$ cat config.mk
export PLATFORM = sky130hd
export DESIGN_NAME = soft_mute_ramp
export DESIGN_NICKNAME = d
export VERILOG_FILES = /design/src/rtl/sm_pkg.sv /design/src/rtl/sm_ramp_ctrl.sv /design/src/rtl/sm_coef_rom.sv /design/src/rtl/sm_scaler.sv /design/src/rtl/soft_mute_ramp.sv
export SDC_FILE = /design/constraint.sdc
export NUM_CORES = 2
export LEC_CHECK = 0
export BUFFER_PORTS_ARGS = -buffer_cell sky130_fd_sc_hd__buf_2
export CAP_MARGIN = 10
export CORE_ASPECT_RATIO = 1.5
export CORE_MARGIN = 10
export CORE_UTILIZATION = 50
export DETAILED_ROUTE_END_ITERATION = 8
export PLACE_DENSITY = 0.67
export SYNTH_ARGS = -nofsm -noshare
export SYNTH_HDL_FRONTEND = slang
export SYNTH_HIERARCHICAL = 1
export SYNTH_SLANG_ARGS = --single-unit
$ cat constraint.sdc
create_clock -name clk -period 17.13 [get_ports clk]
set_input_delay 2.5695 -clock clk [delete_from_list [all_inputs] [get_ports clk]]
set_output_delay 2.5695 -clock clk [all_outputs]
set_load 0.005 [all_outputs]
$ cat src/rtl/sm_pkg.sv
package sm_pkg;

   typedef enum logic {
      SRC_PIN = 1'b0,
      SRC_REG = 1'b1
   } mute_src_e;

   // Raised-cosine level at position k of a fade that is `steps` long, in Q(frac)
   function automatic int unsigned rc_coef(int k, int steps, int frac);
      real ang;
      real lvl;
      ang = 3.14159265358979323846 * real'(k) / real'(steps);
      lvl = (1.0 - $cos(ang)) * 0.5 * real'(longint'(1) << frac);
      return $rtoi(lvl + 0.5);
   endfunction

endpackage

$ cat src/rtl/sm_ramp_ctrl.sv
module sm_ramp_ctrl #(
   parameter int STEPS = 32,
   parameter int POS_W = $clog2(STEPS + 1)
) (
   input  logic             clk,
   input  logic             rst_n,
   input  logic             stb,
   input  logic             req,
   output logic [POS_W-1:0] pos
);

   localparam logic [POS_W-1:0] TOP = POS_W'(STEPS);

   always_ff @(posedge clk) begin
      if (!rst_n) begin
         pos <= '0;
      end else if (stb) begin
         if (req && pos != '0) begin
            pos <= pos - 1'b1;
         end else if (!req && pos != TOP) begin
            pos <= pos + 1'b1;
         end
      end
   end

endmodule

$ cat src/rtl/sm_coef_rom.sv
module sm_coef_rom #(
   parameter int STEPS  = 32,
   parameter int FRAC   = 15,
   parameter int POS_W  = $clog2(STEPS + 1),
   parameter int GAIN_W = FRAC + 1
) (
   input  logic [POS_W-1:0]  pos,
   output logic [GAIN_W-1:0] coef
);

   logic [GAIN_W-1:0] tbl [STEPS+1];

   for (genvar k = 0; k <= STEPS; k++) begin : g_ent
      localparam int unsigned CV = sm_pkg::rc_coef(k, STEPS, FRAC);
      assign tbl[k] = GAIN_W'(CV);
   end

   always_comb begin
      coef = '0;
      for (int k = 0; k <= STEPS; k++) begin
         if (pos == POS_W'(k)) coef = tbl[k];
      end
   end

endmodule

$ cat src/rtl/sm_scaler.sv
module sm_scaler #(
   parameter int DATA_W = 24,
   parameter int FRAC   = 15,
   parameter int GAIN_W = FRAC + 1,
   parameter bit SAT_EN = 1'b1
) (
   input  logic signed [DATA_W-1:0] din,
   input  logic        [GAIN_W-1:0] gain,
   output logic signed [DATA_W-1:0] dout
);

   localparam int PROD_W = DATA_W + GAIN_W + 1;
   localparam int SH_W   = PROD_W - FRAC;

   logic signed [PROD_W-1:0] prod;
   logic signed [PROD_W-1:0] biased;
   logic signed [SH_W-1:0]   shifted;

   always_comb begin
      prod    = PROD_W'(din) * PROD_W'($signed({1'b0, gain}));
      biased  = prod + (PROD_W'(1) << (FRAC - 1));
      shifted = SH_W'(biased >>> FRAC);
   end

   if (SAT_EN) begin : g_sat
      logic [SH_W-DATA_W:0] hi;
      assign hi = shifted[SH_W-1:DATA_W-1];
      always_comb begin
         if (hi == '0 || hi == '1) begin
            dout = shifted[DATA_W-1:0];
         end else if (shifted[SH_W-1]) begin
            dout = {1'b1, {(DATA_W-1){1'b0}}};
         end else begin
            dout = {1'b0, {(DATA_W-1){1'b1}}};
         end
      end
   end else begin : g_wrap
      assign dout = shifted[DATA_W-1:0];
   end

endmodule

$ cat src/rtl/soft_mute_ramp.sv
module soft_mute_ramp #(
   parameter int DATA_W = 24,
   parameter int STEPS  = 32,
   parameter int FRAC   = 15,
   parameter int VOL_W  = 5,
   parameter bit SAT_EN = 1'b1
) (
   input  logic                     clk,
   input  logic                     rst_n,
   input  logic                     smp_stb,
   input  logic signed [DATA_W-1:0] in_l,
   input  logic signed [DATA_W-1:0] in_r,
   input  logic                     ctl_mode,
   input  logic                     mute_pin,
   input  logic                     mute_bit,
   input  logic [VOL_W-1:0]         vol_code,
   output logic signed [DATA_W-1:0] out_l,
   output logic signed [DATA_W-1:0] out_r,
   output logic                     out_stb,
   output logic                     ramp_done
);

   localparam int POS_W     = $clog2(STEPS + 1);
   localparam int GAIN_W    = FRAC + 1;
   localparam int VOL_STEPS = 2 ** VOL_W;

   if (STEPS < 2) begin : g_bad_steps
      $error("soft_mute_ramp: STEPS must be at least 2");
   end
   if (FRAC < VOL_W) begin : g_bad_frac
      $error("soft_mute_ramp: FRAC must not be below VOL_W");
   end
   if (DATA_W < 8) begin : g_bad_data
      $error("soft_mute_ramp: DATA_W must be at least 8");
   end

   logic                     mute_req;
   logic [POS_W-1:0]         ramp_pos;
   logic [GAIN_W-1:0]        mute_coef;
   logic [GAIN_W-1:0]        vol_gain;
   logic [2*GAIN_W-1:0]      gain_prod;
   logic [GAIN_W-1:0]        tot_gain;
   logic signed [DATA_W-1:0] scl_l;
   logic signed [DATA_W-1:0] scl_r;

   assign mute_req = (sm_pkg::mute_src_e'(ctl_mode) == sm_pkg::SRC_REG) ? mute_bit : mute_pin;

   sm_ramp_ctrl #(.STEPS(STEPS), .POS_W(POS_W)) u_ctrl (
      .clk  (clk),
      .rst_n(rst_n),
      .stb  (smp_stb),
      .req  (mute_req),
      .pos  (ramp_pos)
   );

   sm_coef_rom #(.STEPS(STEPS), .FRAC(FRAC), .POS_W(POS_W), .GAIN_W(GAIN_W)) u_rom (
      .pos (ramp_pos),
      .coef(mute_coef)
   );

   always_comb begin
      vol_gain  = GAIN_W'(VOL_STEPS - int'(vol_code)) << (FRAC - VOL_W);
      gain_prod = (2*GAIN_W)'(mute_coef) * (2*GAIN_W)'(vol_gain);
      tot_gain  = GAIN_W'((gain_prod + ((2*GAIN_W)'(1) << (FRAC - 1))) >> FRAC);
   end

   sm_scaler #(.DATA_W(DATA_W), .FRAC(FRAC), .GAIN_W(GAIN_W), .SAT_EN(SAT_EN)) u_scl_l (
      .din (in_l),
      .gain(tot_gain),
      .dout(scl_l)
   );

   sm_scaler #(.DATA_W(DATA_W), .FRAC(FRAC), .GAIN_W(GAIN_W), .SAT_EN(SAT_EN)) u_scl_r (
      .din (in_r),
      .gain(tot_gain),
      .dout(scl_r)
   );

   always_ff @(posedge clk) begin
      if (!rst_n) begin
         out_l   <= '0;
         out_r   <= '0;
         out_stb <= 1'b0;
      end else begin
         out_stb <= smp_stb;
         if (smp_stb) begin
            out_l <= scl_l;
            out_r <= scl_r;
         end
      end
   end

   assign ramp_done = (ramp_pos == '0) || (ramp_pos == POS_W'(STEPS));

endmodule

==> impl_metrics.env <==
export IMPL_cp_end_kind="flip-flop"
export IMPL_die_area_sq_um=83200
export IMPL_worst_slew_pin_slew_ns=1.18
export IMPL_drtIter0Drc=1140
export IMPL_tritoncts="built"
export IMPL_postRouteAntennaNets=0
export IMPL_overflow=0
export IMPL_multi_input_area_sq_um=30200
export IMPL_cts_sinks=55
export IMPL_clkLatencyLatePin_ns=0.33
export IMPL_post_cts_buffers=0
export IMPL_drive_gt1_share_pct=5.99
export IMPL_syn_area_sq_um=35900
export IMPL_synth_ff_type="dfxtp_1"
export IMPL_rows=120
export IMPL_hold_start="out_l[21]"
export IMPL_syn_area_per_cell_sq_um=8.78
export IMPL_drcViolationCount=0
export IMPL_reg2regPathDepth=39
export IMPL_drtPass1Iterations=6
export IMPL_grt_antenna_before_repair=11
export IMPL_maxSlewHeadroom_pct=21.5
export IMPL_syn_inst=4088
export IMPL_ctsHoldBuffers=0
export IMPL_clockBufferDepth=2
export IMPL_finalHoldViolCount=0
export IMPL_r2r_end="out_r[7]"
export IMPL_viasPerCell=5.29
export IMPL_htree_levels=2
export IMPL_status="completed"
export IMPL_fmax_mhz=65.4
export IMPL_cpPeakStageDelay_ns=0.92
export IMPL_slew_violations=0
export IMPL_whs_path_depth=2
export IMPL_met2_usage_pct=42.1
export IMPL_cp_max_fo=37
export IMPL_cts_buffers=5
export IMPL_num_nets_final=5194
export IMPL_n_fill_cell=6703
export IMPL_ctsResizeCount=0
export IMPL_synthMostInstantiatedCell="inv_1"
export IMPL_wire_per_inst_um=17.8
export IMPL_fin_crit_ns=15.29
export IMPL_crit_path_top_delay_cell="xor2_4"
export IMPL_ios=109
export IMPL_tns_ns=0
export IMPL_numPortBuffers=108
export IMPL_maxCapViolations=0
export IMPL_cp_start_kind="input pin"
export IMPL_vias=26300
export IMPL_dpl_hpwl_um=71000
export IMPL_fp_dieH_um=348
export IMPL_rsz0062_at_grt="no"
export IMPL_ys_types=101
export IMPL_r2r_start="u_ctrl/pos[0]"
export IMPL_holdCritPathClass="flip-flop to flip-flop"
export IMPL_path_class="input pin to flip-flop"
export IMPL_netlist_area_leader_share_pct=45.1
export IMPL_area_delta_synth_final_pct=4.17
export IMPL_fin_skew_ns=0.0104
export IMPL_syn_nets=5224
export IMPL_grt_usage_pct=22.0
export IMPL_grt_pass1_wl_um=146000
export IMPL_postRouteWirelength_um=88700
export IMPL_fin_crit_sh_pct=89.2
export IMPL_ys_seq_area_share_pct=3.07
export IMPL_core_area_sq_um=71300
export IMPL_start_util_pct=50.3
export IMPL_finalNonFillerCells=4978
export IMPL_ys_async_sr_fraction_pct=0
export IMPL_synthTopCellsByCount="1065 x inv_1, 809 x fa_1, 535 x and2_1, 376 x nand2_1, 268 x ha_1"
export IMPL_grt_busiest_layer="met2"
export IMPL_grt_pass1_vias=29300
export IMPL_synthTopCellsByArea="fa_1 45%, inv_1 11%, ha_1 9.3%, and2_1 9.3%, nand2_1 3.9%"
export IMPL_clk_pin_slew_ns=0.09
export IMPL_grt_max_degree=51
export IMPL_dieWidth_um=239
export IMPL_dp_cells=4965
export IMPL_setup_viol=0
export IMPL_synth_largest_area_cell="fa_1"
export IMPL_grtUsageMet3_pct=1.63
export IMPL_critPathArrivalTime_ns=15.55
export IMPL_worstHoldEndpoint="out_l[21]"
export IMPL_synth_edf_count=0
export IMPL_ys_warnings_count=6
export IMPL_crit_top_cell="fa_1"
export IMPL_seqCellArea_sq_um=1100
export IMPL_cts_root_buf="clkbuf_16"
export IMPL_use_met1_pct=23.6
export IMPL_synth_seq_cells=55
export IMPL_gp_congestion=0.882
export IMPL_worstPathRequired_ns=17.40
export IMPL_r2r_slack_ns=3.33
[layout make-up]
cell class / count / area share [%]
well taps: 915 / 3.06
repair buffers: 136 / 2.01
diodes: 4 / 0.0268
clock inverters: 2 / 0.104
multi-input cells: 2794 / 80.8
flip-flops and latches: 55 / 2.94
inverters: 1066 / 10.7
clock buffers: 6 / 0.371
[stage by stage]
| step | util (%) | instance area, sq um | hold WS, ns | setup WS (ns) |
|---|---|---|---|---|
| floorplan | - | 35900 | 0.508 | 3.43 |
| global placement | 52.2 | 37200 | 0.490 | 1.70 |
| detailed placement | 52.2 | 37200 | 0.502 | 1.50 |
| CTS | 52.4 | 37400 | 0.525 | 1.85 |
| global route | 52.4 | 37400 | 0.542 | 0.862 |
| finish | 52.4 | 37400 | 0.518 | 1.84 |
[sequential cells by signal, indices dropped and copies added, names as in the netlist]
| name | count |
|---|---|
| out_l | 24 |
| out_r | 24 |
| u_ctrl/pos | 6 |
| out_stb | 1 |
[routing by layer]
metal	share of wire (%)	wire length, um	vias to the layer above
met5	0.076	67	-
met4	5.3	4740	12
li1	-	-	12000
met2	55	48500	583
met1	37	32700	13500
met3	3.0	2660	228
[worst max-delay path, delay by kind of cell]
kind                       cells  cell delay, ns
xor gates and xnor gates       3            2.19
buffers and inverters          6            0.51
AOI/OAI and AO/OA              9            3.10
muxes                          1            0.10
and+or+nand+nor                9            1.62
adders and majority gates     12            5.44
[worst max-delay path by stage]
stage	from	endpoint	slack [ns]
4_1_cts	vol_code[0]	out_r[19]	1.85
5_1_grt	vol_code[0]	out_r[19]	0.86
3_3_place_gp	vol_code[0]	out_r[5]	1.70
2_1_floorplan	vol_code[0]	out_r[7]	3.43
6_report	vol_code[0]	out_r[7]	1.84
3_5_place_dp	vol_code[0]	out_r[7]	1.50
[cells by family (layout without fill, tap and decap cells)]
family	after synthesis	in the layout	synth area share, %
AO/OA/AOI/OAI	354	354	7.07
XOR/XNOR	103	103	2.60
adder cells (fa/ha/maj)	1077	1077	54.4
buffers and inverters	1239	1210	13.2
flip-flops	55	55	3.07
multiplexers	54	54	1.52
other	0	4	0
AND/OR/NAND/NOR	1206	1206	18.1
[placed cells by master (no fill, tap or decap), drive strengths merged, types with 6 or more instances in the layout]
cell type / Yosys / layout
nor3: 36 / 36
ha: 268 / 268
nand4: 19 / 19
o21a: 11 / 11
or2: 6 / 6
a31oi: 13 / 13
nor2: 72 / 72
o21bai: 9 / 9
buf: 33 / 136
a221oi: 7 / 7
a2111oi: 7 / 7
a21o: 38 / 38
nor2b: 60 / 60
nand2b: 16 / 16
clkbuf: 140 / 6
mux2i: 51 / 51
nor4: 8 / 8
o31ai: 12 / 12
fa: 809 / 809
o211ai: 9 / 9
or3: 6 / 6
inv: 1065 / 1066
o21ai: 80 / 80
and4: 7 / 7
dfxtp: 55 / 55
o22ai: 9 / 9
nand3: 27 / 27
and3: 10 / 10
xor2: 42 / 42
a21oi: 112 / 112
xnor2: 60 / 60
a211oi: 10 / 10
nand2: 376 / 376
and2: 541 / 541
Power is not shown: default switching activity piles up to over one toggle a cycle in this logic, so the estimate is an artifact.
